**src/rtl/susp_hs_pkg.sv**
```systemverilog
package susp_hs_pkg;

  typedef enum logic [2:0] {
    ST_AWAKE  = 3'd0,
    ST_WARN   = 3'd1,
    ST_SLEEP  = 3'd2,
    ST_STABLE = 3'd3,
    ST_EXIT   = 3'd4
  } hs_state_e;

endpackage

```
**src/rtl/susp_hs_rst_sync.sv**
```systemverilog
module susp_hs_rst_sync #(
  parameter int STAGES = 2
) (
  input  logic clk,
  input  logic rst_in_n,
  output logic rst_out_n
);

  logic [STAGES-1:0] sh_q;

  generate
    if (STAGES == 1) begin : g_one
      always_ff @(posedge clk or negedge rst_in_n) begin
        if (!rst_in_n) sh_q <= 1'b0;
        else           sh_q <= 1'b1;
      end
    end else begin : g_many
      always_ff @(posedge clk or negedge rst_in_n) begin
        if (!rst_in_n) sh_q <= '0;
        else           sh_q <= {sh_q[STAGES-2:0], 1'b1};
      end
    end
  endgenerate

  assign rst_out_n = sh_q[STAGES-1];

endmodule

```
**src/rtl/susp_hs_sync.sv**
```systemverilog
module susp_hs_sync #(
  parameter int   STAGES  = 2,
  parameter logic RST_VAL = 1'b1
) (
  input  logic clk,
  input  logic rst_n,
  input  logic d,
  output logic q
);

  logic [STAGES-1:0] st_q;

  generate
    if (STAGES == 1) begin : g_one
      always_ff @(posedge clk or negedge rst_n) begin
        if (!rst_n) st_q <= RST_VAL;
        else        st_q <= d;
      end
    end else begin : g_many
      always_ff @(posedge clk or negedge rst_n) begin
        if (!rst_n) st_q <= {STAGES{RST_VAL}};
        else        st_q <= {st_q[STAGES-2:0], d};
      end
    end
  endgenerate

  assign q = st_q[STAGES-1];

endmodule

```
**src/rtl/susp_hs_fsm.sv**
```systemverilog
module susp_hs_fsm
  import susp_hs_pkg::*;
#(
  parameter int STABLE_CNT = 64
) (
  input  logic clk,
  input  logic rst_n,
  input  logic deep_req,
  input  logic ack_s,
  output logic warn_n,
  output logic slp_n
);

  localparam int CNT_W = (STABLE_CNT > 1) ? $clog2(STABLE_CNT) : 1;
  localparam logic [CNT_W-1:0] CNT_LAST = CNT_W'(STABLE_CNT - 1);

  hs_state_e        state_q, state_d;
  logic [CNT_W-1:0] cnt_q, cnt_d;
  logic             cnt_en;
  logic             ack_q;

  // second qualifying sample of the synchronized acknowledge
  always_ff @(posedge clk or negedge rst_n) begin
    if (!rst_n) ack_q <= 1'b1;
    else        ack_q <= ack_s;
  end

  always_comb begin
    state_d = state_q;
    cnt_d   = cnt_q;
    cnt_en  = 1'b0;
    unique case (state_q)
      ST_AWAKE: begin
        if (deep_req) state_d = ST_WARN;
      end
      ST_WARN: begin
        if (!deep_req)           state_d = ST_EXIT;
        else if (!ack_s && !ack_q) state_d = ST_SLEEP;
      end
      ST_SLEEP: begin
        if (!deep_req) begin
          state_d = ST_STABLE;
          cnt_d   = '0;
          cnt_en  = 1'b1;
        end
      end
      ST_STABLE: begin
        if (cnt_q == CNT_LAST) begin
          state_d = ST_EXIT;
        end else begin
          cnt_d  = cnt_q + CNT_W'(1);
          cnt_en = 1'b1;
        end
      end
      ST_EXIT: begin
        if (ack_s) state_d = ST_AWAKE;
      end
      default: state_d = ST_AWAKE;
    endcase
  end

  always_ff @(posedge clk or negedge rst_n) begin
    if (!rst_n) begin
      state_q <= ST_AWAKE;
      cnt_q   <= '0;
    end else begin
      state_q <= state_d;
      if (cnt_en) cnt_q <= cnt_d;
    end
  end

  assign warn_n = !((state_q == ST_WARN) || (state_q == ST_SLEEP) ||
                    (state_q == ST_STABLE));
  assign slp_n  = (state_q != ST_SLEEP);

endmodule

```
**src/rtl/susp_hs_wake_gate.sv**
```systemverilog
module susp_hs_wake_gate (
  input  logic clk,
  input  logic rst_n,
  input  logic warn_n,
  input  logic ack_s,
  input  logic wake_in,
  output logic wake_out
);

  logic blocked, req;
  logic pend_q, pend_d;
  logic wake_q, wake_d;

  always_comb begin
    blocked = (warn_n != ack_s);
    req     = wake_in | pend_q;
    pend_d  = blocked & req;
    wake_d  = !blocked & req;
  end

  always_ff @(posedge clk or negedge rst_n) begin
    if (!rst_n) begin
      pend_q <= 1'b0;
      wake_q <= 1'b0;
    end else begin
      pend_q <= pend_d;
      wake_q <= wake_d;
    end
  end

  assign wake_out = wake_q;

endmodule

```
**src/rtl/susp_hs_ctrl.sv**
```systemverilog
module susp_hs_ctrl #(
  parameter int SYNC_STAGES = 2,
  parameter int STABLE_CNT  = 64
) (
  input  logic clk,
  input  logic rst_n,
  input  logic deep_req,
  input  logic ack_n,
  input  logic wake_in,
  output logic warn_n,
  output logic slp_n,
  output logic wake_out
);

  logic rst_sync_n;
  logic ack_s;
  logic warn_int_n;

  susp_hs_rst_sync #(.STAGES(2)) i_rst_sync (
    .clk       (clk),
    .rst_in_n  (rst_n),
    .rst_out_n (rst_sync_n)
  );

  susp_hs_sync #(.STAGES(SYNC_STAGES), .RST_VAL(1'b1)) i_ack_sync (
    .clk   (clk),
    .rst_n (rst_sync_n),
    .d     (ack_n),
    .q     (ack_s)
  );

  susp_hs_fsm #(.STABLE_CNT(STABLE_CNT)) i_fsm (
    .clk      (clk),
    .rst_n    (rst_sync_n),
    .deep_req (deep_req),
    .ack_s    (ack_s),
    .warn_n   (warn_int_n),
    .slp_n    (slp_n)
  );

  susp_hs_wake_gate i_wake_gate (
    .clk      (clk),
    .rst_n    (rst_sync_n),
    .warn_n   (warn_int_n),
    .ack_s    (ack_s),
    .wake_in  (wake_in),
    .wake_out (wake_out)
  );

  assign warn_n = warn_int_n;

endmodule

```
**config.mk**
```make
export PLATFORM = sky130hd
export DESIGN_NAME = susp_hs_ctrl
export DESIGN_NICKNAME = d
export VERILOG_FILES = /design/src/rtl/susp_hs_pkg.sv /design/src/rtl/susp_hs_rst_sync.sv /design/src/rtl/susp_hs_sync.sv /design/src/rtl/susp_hs_fsm.sv /design/src/rtl/susp_hs_wake_gate.sv /design/src/rtl/susp_hs_ctrl.sv
export SDC_FILE = /design/constraint.sdc
export NUM_CORES = 1
export LEC_CHECK = 0
export BUFFER_PORTS_ARGS = -buffer_cell sky130_fd_sc_hd__buf_4
export CORE_UTILIZATION = 45
export CTS_CLUSTER_SIZE = 10
export DETAILED_ROUTE_END_ITERATION = 10
export GPL_ROUTABILITY_DRIVEN = 0
export SLEW_MARGIN = 10
export SYNTH_ARGS = -nofsm -noshare
export SYNTH_HDL_FRONTEND = slang
export SYNTH_SLANG_ARGS = --single-unit
```
**constraint.sdc**
```tcl
create_clock -name clk -period 2.63 [get_ports clk]
set_clock_uncertainty 0.15 [all_clocks]
set_input_delay 0.263 -clock clk [delete_from_list [all_inputs] [get_ports clk]]
set_output_delay 0.263 -clock clk [all_outputs]
set_load 0.02 [all_outputs]
```
==> results.cfg, run 1 <==
[min_path]
worst_hold_path.endpoint = i_wake_gate.wake_out$_DFF_PN0_
hold_start = wake_in
hold_path_class = in -> reg
hold_depth = 2

[setup_path]
path_cells = or3b_2, buf_4
critical_path.slowest_cell = dfrtp_1
crit-reg2reg-launch = i_fsm.cnt_q[0]$_DFFE_PN0P_
arrival_ns = 1.48
worst-path-buf-inv = 1
rrSetupSlack_ns = 1.00
slowest_delay_ns = 0.53
path_class = reg -> out
cpLargestDelayFamily = flip-flops
worst-path-max-fanout = 11
startpoint_type = register
critPathRequiredTime_ns = 2.22
r2r-end = i_fsm.cnt_q[1]$_DFFE_PN0P_
reg2reg_depth = 4
critPathCaptureType = primary output

[cts]
cts_buffers = 3
cts.sinks = 16
cts_tree = yes
clk_latency_ns = 0.28
h-tree-depth = 1
cts_resized = 0
clk_pin_slew_ns = 0.08
root_buffer = clkbuf_4
clk_path_buf_depth = 2

[logic_synthesis]
synthSimpleGateAreaFrac_pct = 21.51
netlist-cell-type-count = 34
synth-seq-cells = 16
syn-num-nets = 71
syn_avg_cell_area_um2 = 11.99
synth-xor-area-share_pct = 1.124
muxShareOfSynthArea_pct = 5.136
ys_seq_area_share_pct = 51.85
synthAdderAreaFrac_pct = 1.605
synth_warnings = 0
synth_cells = 65
synth_top_family_by_area = simple AND/OR/NAND/NOR gates
synth_compound_area_share_pct = 13.48
netlist_area_um2 = 779.5

[die]
die_height_um = 43.62
core_area_um2 = 1559
pin_count = 8
initial_core_util_pct = 50.00
die_w_um = 43.62
fp.dieArea_um2 = 1903
num_rows = 14

[routing]
first_iter_violations = 9
drc = 0
drt-vias-per-instance = 5.934
drtAntennaViolNets = 0
totalWireLength_um = 1349
drt-pass1-iter-count = 5
vias = 540
wire_per_inst_um = 14.82

[cells_and_area]
nNetsFinal = 82
area_growth_pct = 10.91
fin_util_pct = 55.46
final_area_um2 = 864.6
diodes = 0
drive_gt1_share_pct = 28.00

[pwr]
power.leakage_nw = 0.3930
p_per_area_nw_per_um2 = 1021
ir_drop_uv = 480.6

[timing]
fmax_mhz = 529.6
worst-slew-pin-transition_ns = 0.5758
rsz0062_at_grt = false
fin_tns_setup_ns = 0
hold_viol = 0
max_slew_margin_pct = 61.61
period_share_pct = 71.79
finalMaxSlewViolations = 0
fin_crit_ns = 1.888
setup_viol = 0

[global_routing]
grt_start_max_net_pins = 15
grt_pass1_wl_um = 2421
grt_usage_pct = 17.69
first_global_vias = 543
gr-total-overflow = 0
antenna_found_initial = 0

[place]
io_buffers = 7
place_area_um2 = 818.3
dp.final_hpwl_um = 897.5

[job]
cap_viol_max_count = 0

[outcome]
status = finished, final reports clean
-- layout make-up --
class	instances	area, µm²
flip-flops and latches	16	404.1
multi-input cells	45	337.8
repair buffers	9	72.57
inverters	1	3.754
fillers	136	694.4
well taps	16	20.02
clock buffers	4	26.28
-- worst register-to-register path: cells and delay by family (launching register included) --
family / cells / cell delay (ns)
flip-flops: 1 / 0.41
multiplexers: 1 / 0.32
adder cells (fa/ha/maj): 1 / 0.28
AO/OA/AOI/OAI: 1 / 0.23
AND/OR/NAND/NOR: 1 / 0.14
-- layout by cell type, fill, tap and decap left out, types with 2 or more instances in the layout --
cell,Yosys,final
clkbuf_4,0,3
nor2b_1,2,2
nor3_1,3,3
dlygate4sd3_1,0,2
and3_1,2,2
dfstp_2,3,3
nor2_1,2,2
buf_4,0,7
o21bai_1,2,2
nand3_1,4,4
dfrtp_1,13,13
a21oi_1,6,6
mux2_4,2,2
-- layer usage --
| metal | share of wire, % | GRT usage, % |
|---|---|---|
| met4 | 0 | 8.750 |
| met1 | 50 | 25.00 |
| met3 | 3.3 | 7.083 |
| met5 | 0 | 0 |
| met2 | 46 | 23.28 |
-- registers in the layout (all words and copies together) (netlist names) --
signal                count
i_fsm.cnt_q               6
i_fsm.state_q             3
i_ack_sync.st_q           2
i_rst_sync.sh_q           2
i_fsm.ack_q               1
i_wake_gate.pend_q        1
i_wake_gate.wake_out      1
-- worst max path at each step --
stage                                 startpoint                          to  slack [ns]  depth (start not counted)
finish              i_fsm.state_q[1]$_DFFE_PN0P_                       slp_n        0.74                          2
global route        i_fsm.state_q[1]$_DFFE_PN0P_                       slp_n        0.66                          2
CTS                 i_fsm.state_q[1]$_DFFE_PN0P_                       slp_n        0.73                          2
detailed placement  i_fsm.state_q[0]$_DFFE_PN0P_  i_fsm.cnt_q[5]$_DFFE_PN0P_        1.02                          3
global placement    i_fsm.state_q[1]$_DFFE_PN0P_  i_fsm.cnt_q[5]$_DFFE_PN0P_        1.01                          3
floorplan           i_fsm.state_q[0]$_DFFE_PN0P_  i_fsm.cnt_q[0]$_DFFE_PN0P_        1.11                          4
-- cells in the mapped netlist --
| cell type | instances | area [µm²] |
|---|---|---|
| nand3b_1 | 1 | 7.510 |
| nor3_2 | 1 | 10.01 |
| mux2i_1 | 1 | 10.01 |
| nand3_1 | 4 | 20.02 |
| dfrtp_1 | 13 | 325.3 |
| o21a_1 | 1 | 7.510 |
| a21oi_1 | 6 | 30.03 |
| o21ai_1 | 1 | 5.000 |
| buf_6 | 3 | 33.78 |
| inv_1 | 1 | 3.750 |
| o21ai_2 | 1 | 8.760 |
| and4b_1 | 1 | 10.01 |
| o211ai_1 | 1 | 7.510 |
| nor2_1 | 2 | 7.510 |
| nand2_1 | 1 | 3.750 |
| and3b_1 | 1 | 8.760 |
| o22ai_1 | 1 | 6.260 |
| nand4_2 | 1 | 12.51 |
| o21ai_0 | 1 | 5.000 |
| conb_1 | 1 | 3.750 |
| nor3_1 | 3 | 15.01 |
| and3_1 | 2 | 12.51 |
| ha_1 | 1 | 12.51 |
| o21bai_1 | 2 | 15.01 |
| o2111a_1 | 1 | 11.26 |
| xnor2_1 | 1 | 8.760 |
| and4_1 | 1 | 8.760 |
| or3b_2 | 1 | 8.760 |
| mux2_4 | 2 | 30.03 |
| nor4b_4 | 1 | 23.77 |
| a31o_2 | 1 | 8.760 |
| dfstp_2 | 3 | 78.83 |
| nor4_1 | 1 | 6.260 |
| nor2b_1 | 2 | 12.51 |
-- power by group --
group	switching [mW]	internal [mW]
registers	0.114	0.327
clock network	0.0753	0.0588
logic	0.147	0.161
-- per-stage QoR --
stage                     hold WS, ns  setup WS [ns]  std cells  power (mW)
after floorplan               -0.1826          1.114         65      0.6865
after global routing          0.04079         0.6634         91      0.9491
after detailed placement      -0.1028          1.025         85      0.7458
after global placement        -0.1051          1.015         85      0.7441
after CTS                     0.04241         0.7340         91      0.8842
final                         0.04701         0.7419         91      0.8827
-- repair_timing --
action                    CTS  global route
hold endpoints to repair    3             0
buffers inserted            0             0
hold buffers                2             0
-- kinds of logic (layout without fill, tap and decap cells) --
| logic type | after synthesis | after routing |
|---|---|---|
| and+or+nand+nor | 23 | 23 |
| AOI/OAI and AO/OA | 16 | 16 |
| buffers and inverters | 4 | 14 |
| muxes | 3 | 3 |
| DFF | 16 | 16 |
| other | 1 | 1 |
| xor gates and xnor gates | 1 | 1 |
| adders and majority gates | 1 | 1 |
Power figures use the tool's default switching activity.
==> run 2: changes to the inputs <==
- ABC_AREA: unset -> 1
- PLACE_DENSITY: unset -> 0.66
- clock period: 2.63 -> 1.6 ns (I/O delays scaled with it)
==> results.cfg, run 2 <==
[cells_and_area]
regArea_um2 = 404.1
drive_gt1_share_pct = 24.11
area_growth_pct = 19.00
regMostFlops = i_fsm.cnt_q
most-common-layout-cells = 21 x nand2_1, 13 x inv_1, 13 x dfrtp_1
fin_util_pct = 57.17
top_regs = i_fsm.cnt_q (6), i_fsm.state_q (3)
multiInputGateArea_um2 = 372.9
nNetsFinal = 119
diodes = 0
final_common_cell = nand2_1
layout.cells.non_filler = 137
n_fill_cell = 162
largest_register_ffs = 6

[pwr]
ir_drop_uv = 764.8
p_per_area_nw_per_um2 = 1567
power.leakage_nw = 0.4735

[setup_path]
crit_path_end = slp_n
worstSetupStartpoint = i_fsm.state_q[2]$_DFFE_PN0P_
cpLargestDelayFamily = flip-flops
worst-path-max-fanout = 5
arrival_ns = 1.17
path_cells = inv_1, nand3_1, buf_4
crit-reg2reg-launch = i_fsm.cnt_q[1]$_DFFE_PN0P_
critPathCaptureType = primary output
path_class = reg -> out
slowest_delay_ns = 0.45
cp.depth = 3
reg2reg_depth = 7
critPathRequiredTime_ns = 1.29
r2r-end = i_fsm.cnt_q[0]$_DFFE_PN0P_
critical_path.slowest_cell = dfrtp_1
startpoint_type = register
rrSetupSlack_ns = 0.12
worst-path-buf-inv = 2

[timing]
finalMaxSlewViolations = 0
worst-slew-pin-transition_ns = 0.5760
rsz0062_at_grt = false
fmax_mhz = 677.1
hold_viol = 0
fin_tns_setup_ns = 0
fin_crit_ns = 1.477
max_slew_margin_pct = 61.60
period_share_pct = 92.31
setup_viol = 0

[die]
fp.dieArea_um2 = 2019
core_area_um2 = 1727
pin_count = 8
num_rows = 15
initial_core_util_pct = 48.04
die_w_um = 44.94
die_height_um = 44.94

[logic_synthesis]
synth_edf_count = 0
synth_top_area_share_pct = 39.22
async_flop_share_pct = 100.0
ys_seq_area_share_pct = 48.72
syn-num-nets = 103
synth_cells = 97
synth_most_common_cell = nand2_1
synth-seq-cells = 16
yosys.area.top_type = dfrtp_1
synth_area_leaders = dfrtp_1 39%, dfstp_2 9.5%, nand2_1 9.5%, inv_1 5.9%, nand3_1 5.4%
synthFlopType = dfrtp_1
syn_avg_cell_area_um2 = 8.552
synth_warnings = 0
netlist-cell-type-count = 22
synth_common_cells = 21 x nand2_1, 13 x dfrtp_1, 13 x inv_1
netlist_area_um2 = 829.5

[global_routing]
first_global_vias = 522
grt_start_max_net_pins = 15
grt_usage_pct = 15.42
grt_pass1_wl_um = 2180
antenna_found_initial = 0
gr-total-overflow = 0

[place]
dp.final_hpwl_um = 1047
io_buffers = 7
dp_cells = 130

[job]
cap_viol_max_count = 0

[cts]
cts.sinks = 16
cts_tree = yes
clk_latency_ns = 0.30
root_buffer = clkbuf_4
clk_pin_slew_ns = 0.10
cts_buffers = 3
clk_path_buf_depth = 2
h-tree-depth = 1

[routing]
wire_per_inst_um = 10.34
first_iter_violations = 25
totalWireLength_um = 1417
drtAntennaViolNets = 0
drc = 0
vias = 660
drt-vias-per-instance = 4.818
drt-pass1-iter-count = 4

[min_path]
hold_path_class = in -> async

[outcome]
status = finished, final reports clean
## run 2: cell families after synthesis
family / count (synthesis) / share of synthesized area, %
compound gates: 13 / 10.56
xor+xnor: 2 / 2.112
fa+ha+maj: 1 / 1.508
buf+inv: 14 / 6.335
flops: 16 / 48.72
other cells: 1 / 0.4521
simple gates: 50 / 30.32
## run 2: power breakdown
part	leakage, nW	switching, mW	internal [mW]
logic	0.253	0.379	0.264
registers	0.200	0.113	0.515
clock network	0.0210	0.138	0.139
total	0.474	0.629	0.918
## run 2: repair_timing
item                                    4_1_cts  5_1_grt
resized for setup                             0        0
endpoints found under the setup margin        0        0
buffers inserted                              0        0
endpoints found under the hold margin         5        0
hold buffers                                  3        0
## run 2: layout make-up
cell class | count | share of cell area (%)
clock buffer | 4 | 3.676
inverter | 14 | 5.323
multi-input combinational | 67 | 37.77
sequential | 16 | 40.94
tap | 25 | 3.169
timing repair buffer | 11 | 9.125
## run 2: metrics by stage
stage / hold slack, ns / instance area (µm²) / power [mW] / worst slack, ns
after CTS: 0.006313 / 987.2 / 1.558 / 0.1086
after detailed placement: -0.2072 / 920.9 / 1.273 / 0.1379
final: 0.01143 / 987.2 / 1.547 / 0.1231
after global placement: -0.2066 / 920.9 / 1.270 / 0.1443
after global routing: 0.01640 / 987.2 / 1.651 / 0.02491
after floorplan: -0.2856 / 829.5 / 1.095 / 0.1172
## run 2: how the worst min path moves through the flow
stage	startpoint	to	slack, ns	depth (start not counted)
2_1_floorplan	rst_n	i_rst_sync.sh_q[0]$_DFF_PN0_	-0.29	0
3_3_place_gp	rst_n	i_rst_sync.sh_q[0]$_DFF_PN0_	-0.21	1
3_5_place_dp	rst_n	i_rst_sync.sh_q[0]$_DFF_PN0_	-0.21	1
4_1_cts	rst_n	i_rst_sync.sh_q[1]$_DFF_PN0_	0.006	2
5_1_grt	rst_n	i_rst_sync.sh_q[1]$_DFF_PN0_	0.02	2
6_report	rst_n	i_rst_sync.sh_q[1]$_DFF_PN0_	0.01	2
## run 2: routing by layer
layer / part of all wire (%) / vias to the layer above / global-route usage, %
met5: 0 / - / 0
met4: 1.8 / 0 / 9.091
met3: 4.2 / 4 / 2.400
met2: 47 / 15 / 23.48
met1: 47 / 303 / 20.78
li1: - / 338 / -
